<file path="config.mk">
export PLATFORM = sky130hd
export DESIGN_NAME = soc_alert_monitor
export DESIGN_NICKNAME = d
export VERILOG_FILES = /design/src/rtl/soc_alert_pkg.sv /design/src/rtl/soc_cfg_reg.sv /design/src/rtl/soc_limit_cmp.sv /design/src/rtl/soc_alert_gate.sv /design/src/rtl/soc_alert_monitor.sv
export SDC_FILE = /design/constraint.sdc
export NUM_CORES = 1
export LEC_CHECK = 0
export ABC_CLOCK_PERIOD_IN_PS = 2400
export CAP_MARGIN = 40
export CELL_PAD_IN_SITES_DETAIL_PLACEMENT = 1
export CELL_PAD_IN_SITES_GLOBAL_PLACEMENT = 1
export CORE_ASPECT_RATIO = 1.25
export CORE_MARGIN = 3
export CORE_UTILIZATION = 40
export DETAILED_ROUTE_END_ITERATION = 8
export PLACE_DENSITY_LB_ADDON = 0.1
export SLEW_MARGIN = 20
export SYNTH_ARGS = -nofsm -noshare
export SYNTH_HDL_FRONTEND = slang
export SYNTH_SLANG_ARGS = --single-unit
</file>
<file path="constraint.sdc">
create_clock -name clk -period 2.4 [get_ports clk]
set_clock_uncertainty 0.15 [all_clocks]
set_input_delay 0.36 -clock clk [delete_from_list [all_inputs] [get_ports clk]]
set_output_delay 0.36 -clock clk [all_outputs]
set_load 0.005 [all_outputs]
</file>
<file path="src/rtl/soc_alert_pkg.sv">
package soc_alert_pkg;
  localparam int unsigned REG_W = 16;
  localparam int unsigned SOC_W = REG_W / 2;

  // configuration bit positions used by the alert logic
  localparam int unsigned CFG_EN_REM  = 0;
  localparam int unsigned CFG_EN_INS  = 1;
  localparam int unsigned CFG_EN_LIM  = 2;
  localparam int unsigned CFG_THERM   = 4;
  localparam int unsigned CFG_POL     = 11;
  localparam int unsigned CFG_RSVD    = 15;

  localparam logic [REG_W-1:0] CFG_RESET = REG_W'(1) << CFG_THERM;
  localparam logic [REG_W-1:0] THR_RESET = {{SOC_W{1'b1}}, {SOC_W{1'b0}}};
  localparam logic [REG_W-1:0] RSVD_MASK = REG_W'(1) << CFG_RSVD;

  typedef struct packed {
    logic en_lim;
    logic en_ins;
    logic en_rem;
    logic act_high;
  } alert_ctl_t;

  function automatic logic [SOC_W-1:0] thr_upper(input logic [REG_W-1:0] t);
    return t[REG_W-1:SOC_W];
  endfunction

  function automatic logic [SOC_W-1:0] thr_lower(input logic [REG_W-1:0] t);
    return t[SOC_W-1:0];
  endfunction

  function automatic logic soc_over(input logic [SOC_W-1:0] v, input logic [SOC_W-1:0] lim);
    return v > lim;
  endfunction

  function automatic logic soc_under(input logic [SOC_W-1:0] v, input logic [SOC_W-1:0] lim);
    return v < lim;
  endfunction

  function automatic alert_ctl_t decode_cfg(input logic [REG_W-1:0] c);
    alert_ctl_t r;
    r.en_lim   = c[CFG_EN_LIM];
    r.en_ins   = c[CFG_EN_INS];
    r.en_rem   = c[CFG_EN_REM];
    r.act_high = c[CFG_POL];
    return r;
  endfunction
endpackage

</file>
<file path="src/rtl/soc_cfg_reg.sv">
module soc_cfg_reg
  import soc_alert_pkg::*;
#(
  parameter int unsigned TASK_CYCLES = 32'd1_000_000
) (
  input  logic             clk,
  input  logic             rst_n,
  input  logic             wr_en,
  input  logic [REG_W-1:0] wr_data,
  output logic [REG_W-1:0] cfg_q,
  output logic             task_tick
);
  localparam int unsigned CW = (TASK_CYCLES > 2) ? $clog2(TASK_CYCLES) : 1;
  localparam logic [CW-1:0] LAST = CW'(TASK_CYCLES - 1);

  logic [CW-1:0]    cnt;
  logic [REG_W-1:0] pend;
  logic             pend_v;

  assign task_tick = (cnt == LAST);

  always_ff @(posedge clk or negedge rst_n) begin
    if (!rst_n) begin
      cnt    <= '0;
      pend   <= CFG_RESET;
      pend_v <= 1'b0;
      cfg_q  <= CFG_RESET;
    end else begin
      cnt <= task_tick ? '0 : cnt + CW'(1);
      if (wr_en) begin
        pend   <= wr_data & ~RSVD_MASK;
        pend_v <= 1'b1;
      end else if (task_tick) begin
        pend_v <= 1'b0;
      end
      if (task_tick && pend_v) cfg_q <= pend;
    end
  end

  assert_cfg_hold_R8: assert property (@(posedge clk) disable iff (!rst_n)
    !task_tick |=> $stable(cfg_q));
  assert_cfg_apply_R8: assert property (@(posedge clk) disable iff (!rst_n)
    (task_tick && pend_v) |=> (cfg_q == $past(pend)));
  assert_cfg_rsvd_R8: assert property (@(posedge clk) disable iff (!rst_n)
    task_tick |=> !cfg_q[CFG_RSVD]);
endmodule

</file>
<file path="src/rtl/soc_limit_cmp.sv">
module soc_limit_cmp
  import soc_alert_pkg::*;
(
  input  logic             clk,
  input  logic             rst_n,
  input  logic             thr_wr,
  input  logic [REG_W-1:0] wr_data,
  input  logic [SOC_W-1:0] soc_val,
  input  logic             clr_above,
  input  logic             clr_below,
  output logic [REG_W-1:0] thr_q,
  output logic             over_now,
  output logic             under_now,
  output logic             stat_above,
  output logic             stat_below
);
  assign over_now  = soc_over(soc_val, thr_upper(thr_q));
  assign under_now = soc_under(soc_val, thr_lower(thr_q));

  always_ff @(posedge clk or negedge rst_n) begin
    if (!rst_n) begin
      thr_q      <= THR_RESET;
      stat_above <= 1'b0;
      stat_below <= 1'b0;
    end else begin
      if (thr_wr) thr_q <= wr_data;
      stat_above <= over_now  | (stat_above & ~clr_above);
      stat_below <= under_now | (stat_below & ~clr_below);
    end
  end

  assert_thr_write_R2: assert property (@(posedge clk) disable iff (!rst_n)
    thr_wr |=> (thr_q == $past(wr_data)));
  assert_above_set_R3: assert property (@(posedge clk) disable iff (!rst_n)
    (soc_val > thr_q[REG_W-1:SOC_W]) |=> stat_above);
  assert_below_set_R4: assert property (@(posedge clk) disable iff (!rst_n)
    (soc_val < thr_q[SOC_W-1:0]) |=> stat_below);
  assert_above_sticky_R5: assert property (@(posedge clk) disable iff (!rst_n)
    (stat_above && !clr_above) |=> stat_above);
  assert_above_clear_R5: assert property (@(posedge clk) disable iff (!rst_n)
    (clr_above && !over_now) |=> !stat_above);
endmodule

</file>
<file path="src/rtl/soc_alert_gate.sv">
module soc_alert_gate
  import soc_alert_pkg::*;
(
  input  logic       clk,
  input  logic       rst_n,
  input  alert_ctl_t ctl,
  input  logic       ins_evt,
  input  logic       rem_evt,
  input  logic       clr_ins,
  input  logic       clr_rem,
  input  logic       lim_above,
  input  logic       lim_below,
  input  logic       ext_viol,
  output logic       stat_ins,
  output logic       stat_rem,
  output logic       alert_src,
  output logic       alert_out
);
  logic lim_any;

  always_ff @(posedge clk or negedge rst_n) begin
    if (!rst_n) begin
      stat_ins <= 1'b0;
      stat_rem <= 1'b0;
    end else begin
      stat_ins <= ins_evt | (stat_ins & ~clr_ins);
      stat_rem <= rem_evt | (stat_rem & ~clr_rem);
    end
  end

  always_comb begin
    lim_any   = lim_above | lim_below | ext_viol;
    alert_src = (ctl.en_lim & lim_any) | (ctl.en_ins & stat_ins) | (ctl.en_rem & stat_rem);
    alert_out = ctl.act_high ? alert_src : ~alert_src;
  end

  assert_pin_idle_R6: assert property (@(posedge clk) disable iff (!rst_n)
    !(ctl.en_lim || ctl.en_ins || ctl.en_rem) |-> (alert_out != ctl.act_high));
  assert_ins_latch_R7: assert property (@(posedge clk) disable iff (!rst_n)
    ins_evt |=> stat_ins);
  assert_rem_latch_R7: assert property (@(posedge clk) disable iff (!rst_n)
    rem_evt |=> stat_rem);
  assert_pol_R9: assert property (@(posedge clk) disable iff (!rst_n)
    alert_src |-> (alert_out == ctl.act_high));
endmodule

</file>
<file path="src/rtl/soc_alert_monitor.sv">
module soc_alert_monitor
  import soc_alert_pkg::*;
#(
  parameter int unsigned TASK_CYCLES = 32'd1_000_000
) (
  input  logic             clk,
  input  logic             rst_n,
  input  logic             wr_en,
  input  logic             wr_sel,
  input  logic [REG_W-1:0] wr_data,
  input  logic [3:0]       clr_stb,
  input  logic [SOC_W-1:0] soc_val,
  input  logic             ins_evt,
  input  logic             rem_evt,
  input  logic             ext_viol,
  output logic [REG_W-1:0] thr_rd,
  output logic [REG_W-1:0] cfg_rd,
  output logic             stat_above,
  output logic             stat_below,
  output logic             stat_ins,
  output logic             stat_rem,
  output logic             alert_out
);
  logic       thr_wr, cfg_wr, task_tick, over_now, under_now, alert_src;
  alert_ctl_t ctl;

  assign thr_wr = wr_en & ~wr_sel;
  assign cfg_wr = wr_en &  wr_sel;
  assign ctl    = decode_cfg(cfg_rd);

  soc_cfg_reg #(.TASK_CYCLES(TASK_CYCLES)) u_cfg (
    .clk(clk), .rst_n(rst_n), .wr_en(cfg_wr), .wr_data(wr_data),
    .cfg_q(cfg_rd), .task_tick(task_tick)
  );

  soc_limit_cmp u_cmp (
    .clk(clk), .rst_n(rst_n), .thr_wr(thr_wr), .wr_data(wr_data),
    .soc_val(soc_val), .clr_above(clr_stb[0]), .clr_below(clr_stb[1]),
    .thr_q(thr_rd), .over_now(over_now), .under_now(under_now),
    .stat_above(stat_above), .stat_below(stat_below)
  );

  soc_alert_gate u_gate (
    .clk(clk), .rst_n(rst_n), .ctl(ctl), .ins_evt(ins_evt), .rem_evt(rem_evt),
    .clr_ins(clr_stb[2]), .clr_rem(clr_stb[3]),
    .lim_above(stat_above), .lim_below(stat_below), .ext_viol(ext_viol),
    .stat_ins(stat_ins), .stat_rem(stat_rem), .alert_src(alert_src),
    .alert_out(alert_out)
  );

  assert_default_quiet_R11: assert property (@(posedge clk) disable iff (!rst_n)
    (thr_rd == THR_RESET) |-> !(over_now || under_now));
  assert_ext_gate_R10: assert property (@(posedge clk) disable iff (!rst_n)
    (ext_viol && ctl.en_lim) |-> alert_src);
endmodule

</file>
==> flow_summary_export.csv <==
group,metric,value,unit
clocking,cts.sinks,71,
detailed_routing,wirelength,7930,µm
worst_setup_path,cp_slowest_cell,"or3_4",
worst_setup_path,path_max_fanout,2,
worst_setup_path,reg2reg_from,"u_cfg.cnt[8]$_DFF_PN0_",
synthesis,yosys.cell_types.count,42,
worst_setup_path,cp.arrival,1730,ps
global_routing,grt_pass1_vias,2724,
detailed_routing,dr_wl_met2,4260,µm
synthesis,synth_area,3360,µm²
min_path,hp-class,"flip-flop to flip-flop",
sta,tns,0,ps
clocking,cts-root-buf,"clkbuf_8",
sta,timing.fmax,0.447,GHz
power,ir_drop,0.331,mV
detailed_routing,highest_layer,"met4",
synthesis,ys_seq_area_share,53.3,%
worst_setup_path,endpoint_kind,"output pin",
placement,placed_cell_area,4200,µm²
cells_and_area,final_common_cell,"clkdlybuf4s50_1",
synthesis,synth_cells,281,
run_status,status,"complete, no violations",
cells_and_area,final_cell_mix,"clkdlybuf4s50_1 (68), dfrtp_1 (61), nand2_1 (26)",
global_routing,grtUsageTotal,18.0,%
sta,worst_hold_slack,322,ps
die,die_y,108,µm
placement,dp_hpwl,6100,µm
detailed_routing,drc,0,
detailed_routing,vias,2369,
power,power_density,589,nW/µm²
sta,min_period,2240,ps
die,dieArea,9540,µm²
placement,place_inst,445,
synthesis,synth.net_count,332,
global_routing,grt.overflow.total,0,
global_routing,grt_max_degree,54,
placement,port_buffers,70,
power,comb_power_share,16.3,%
global_routing,antenna_found_initial,0,
die,initial_core_util,42.1,%
worst_setup_path,cp.required,1890,ps
cells_and_area,nets,414,
power,power_frac_seq,52.3,%
sta,setup_violations,0,
worst_setup_path,r2r_slack,400,ps
power,power_switching,637,µW
power,p_int,1.94,mW
sta,final.period_utilization,93.2,%
sta,rsz0062_at_grt,"false",
worst_setup_path,cp_cell_sequence,"or3_4 > a222oi_1 > xor2_1 > buf_2",
power,p_clk_share,31.4,%
detailed_routing,firstDrtPassIters,4,
clocking,cts_tree,"built",
worst_setup_path,critical-path-max-stage-delay,400,ps
run,drv_cap,0,
cells_and_area,synthToLayoutAreaGrowth,30.5,%
die,io-pin-count,72,
worst_setup_path,cpLargestDelayFamily,"simple AND/OR/NAND/NOR gates",
worst_setup_path,crit_start,"u_cmp.stat_above$_DFF_PN0_",
detailed_routing,via_per_inst,5.12,
detailed_routing,route.met3.wl,224,µm
synthesis,synth_area_per_cell,12.0,µm²
worst_setup_path,path_class,"flip-flop to output pin",
power,cellLeakagePower,1.98,nW
min_path,worstHoldStart,"u_cfg.cnt[0]$_DFF_PN0_",
clocking,htreeDepth,3,
clocking,cts_max_path_buffers,2,
die,dieWidth,88.0,µm
global_routing,grt_pass1_wl,13100,µm
synthesis,ys_ff_latch,71,
synthesis,synth-warning-count,0,
clocking,clk_latency,330,ps
placement,gp_congestion,0.782,
detailed_routing,ant_nets,0,
cells_and_area,drive_above_1_share,20.4,%
cells_and_area,n_antenna_cell,0,
detailed_routing,met1_length,3380,µm
power,swShare,24.7,%
worst_setup_path,cp-start-kind,"flip-flop",
worst_setup_path,crit_buf_inv,1,
sta,finalHoldViolations,0,
clocking,cts_buffers,9,
die,coreArea,7970,µm²
detailed_routing,wl_per_cell,17.1,µm
sta,maxSlewViolCount,0,
detailed_routing,drtIter0Drc,94,
clocking,clk_pin_slew,70,ps
die,row_count,36,
cells_and_area,fin_cells,463,
cells_and_area,design_area,4380,µm²
final cells by class:
| class | count | area [µm²] |
|---|---|---|
| fill | 849 | 3590 |
| sequential | 71 | 1790 |
| multi-input combinational | 183 | 1450 |
| timing repair buffer | 79 | 786 |
| clock buffer | 14 | 153 |
| tap | 95 | 119 |
| inverter | 19 | 71.3 |
| clock inverter | 2 | 10.0 |
logic make-up (layout without fill, tap and decap cells):
kind of cell               after synthesis  in the layout  share of synthesized area [%]
AOI/OAI and AO/OA                       35             35                           5.81
xor gates and xnor gates                15             15                           3.91
adders and majority gates               16             16                           5.96
buffers and inverters                   27            114                           3.65
DFF                                     71             71                           53.3
muxes                                   33             33                           12.1
other                                    1              1                          0.112
and+or+nand+nor                         83             83                           15.1
cells in the mapped netlist:
master / count / area share, %
nand3_2: 1 / 0.30
and3_4: 1 / 0.34
buf_4: 1 / 0.22
nand3_1: 5 / 0.75
xnor2_1: 8 / 2.1
o21ai_0: 17 / 2.5
dfstp_2: 10 / 7.8
nor2b_1: 4 / 0.75
buf_12: 1 / 0.60
nor4_1: 6 / 1.1
and3b_1: 1 / 0.26
mux2_2: 22 / 7.4
ha_1: 16 / 6.0
nor3_1: 2 / 0.30
a21oi_1: 11 / 1.6
buf_2: 1 / 0.15
xor2_1: 7 / 1.8
a222oi_1: 1 / 0.30
nor4_4: 2 / 1.3
mux2_4: 10 / 4.5
nor2_1: 16 / 1.8
and4_1: 4 / 1.0
nor3_4: 1 / 0.48
nand4_1: 3 / 0.56
conb_1: 1 / 0.11
nand2_4: 1 / 0.34
clkbuf_1: 5 / 0.56
nand4b_4: 1 / 0.71
nand4_4: 1 / 0.63
or3_1: 1 / 0.19
nor4b_1: 1 / 0.26
and3_1: 2 / 0.37
inv_1: 19 / 2.1
and2_1: 1 / 0.19
nand2b_1: 2 / 0.37
nand2_1: 26 / 2.9
o211ai_1: 2 / 0.45
o21a_1: 2 / 0.45
dfrtp_1: 61 / 45
a21o_1: 2 / 0.45
mux2i_1: 1 / 0.30
and3_2: 1 / 0.22
state kept, by name, summed over array words and instances, names as in the netlist:
name	cells
u_cfg.cnt	20
u_cmp.thr_q	16
u_cfg.cfg_q	15
u_cfg.pend	15
u_cfg.pend_v	1
u_cmp.stat_above	1
u_cmp.stat_below	1
u_gate.stat_ins	1
u_gate.stat_rem	1
power groups by stage:
stage               registers (mW)  logic [mW]  clock network [mW]
CTS                           1.35       0.432               0.845
detailed placement            1.37       0.416                   0
floorplan                     1.36       0.169                   0
global placement              1.37       0.402                   0
finish                        1.35       0.421               0.810
global route                  1.36       0.473               0.890
stage by stage:
stage               power (mW)  util [%]  setup slack (ps)
floorplan                 1.53         -               467
global placement          1.77      52.7              -265
detailed placement        1.79      52.7              -261
CTS                       2.63      55.0              88.2
global route              2.72      55.0              23.7
finish                    2.58      55.0               164
worst paths after layout:
| kind | endpoint | cells past startpoint |
|---|---|---|
| min in group asynchronous | u_cfg.cnt[17]$_DFF_PN0_ | 2 |
| min reg2reg | u_cfg.cnt[0]$_DFF_PN0_ | 1 |
| max in group asynchronous | u_cmp.thr_q[13]$_DFFE_PN1P_ | 3 |
| max reg2reg | u_cfg.cfg_q[2]$_DFFE_PN0P_ | 5 |
| max | alert_out | 4 |
| min | u_cfg.cnt[0]$_DFF_PN0_ | 1 |
per-layer routing:
metal	GRT usage [%]	up-vias
li1	-	1129
met2	32.5	41
met1	21.1	1193
met4	6.25	0
met3	3.28	6
met5	0	-
repair_timing:
action / CTS / global route
setup buffers: 1 / 0
hold buffers: 1 / 0
gates cloned: 0 / 0
hold endpoints to repair: 14 / 0
setup endpoints to repair: 1 / 1
pin swaps: 2 / 1
gates resized for setup: 5 / 0
(Power assumes the default switching activity.)
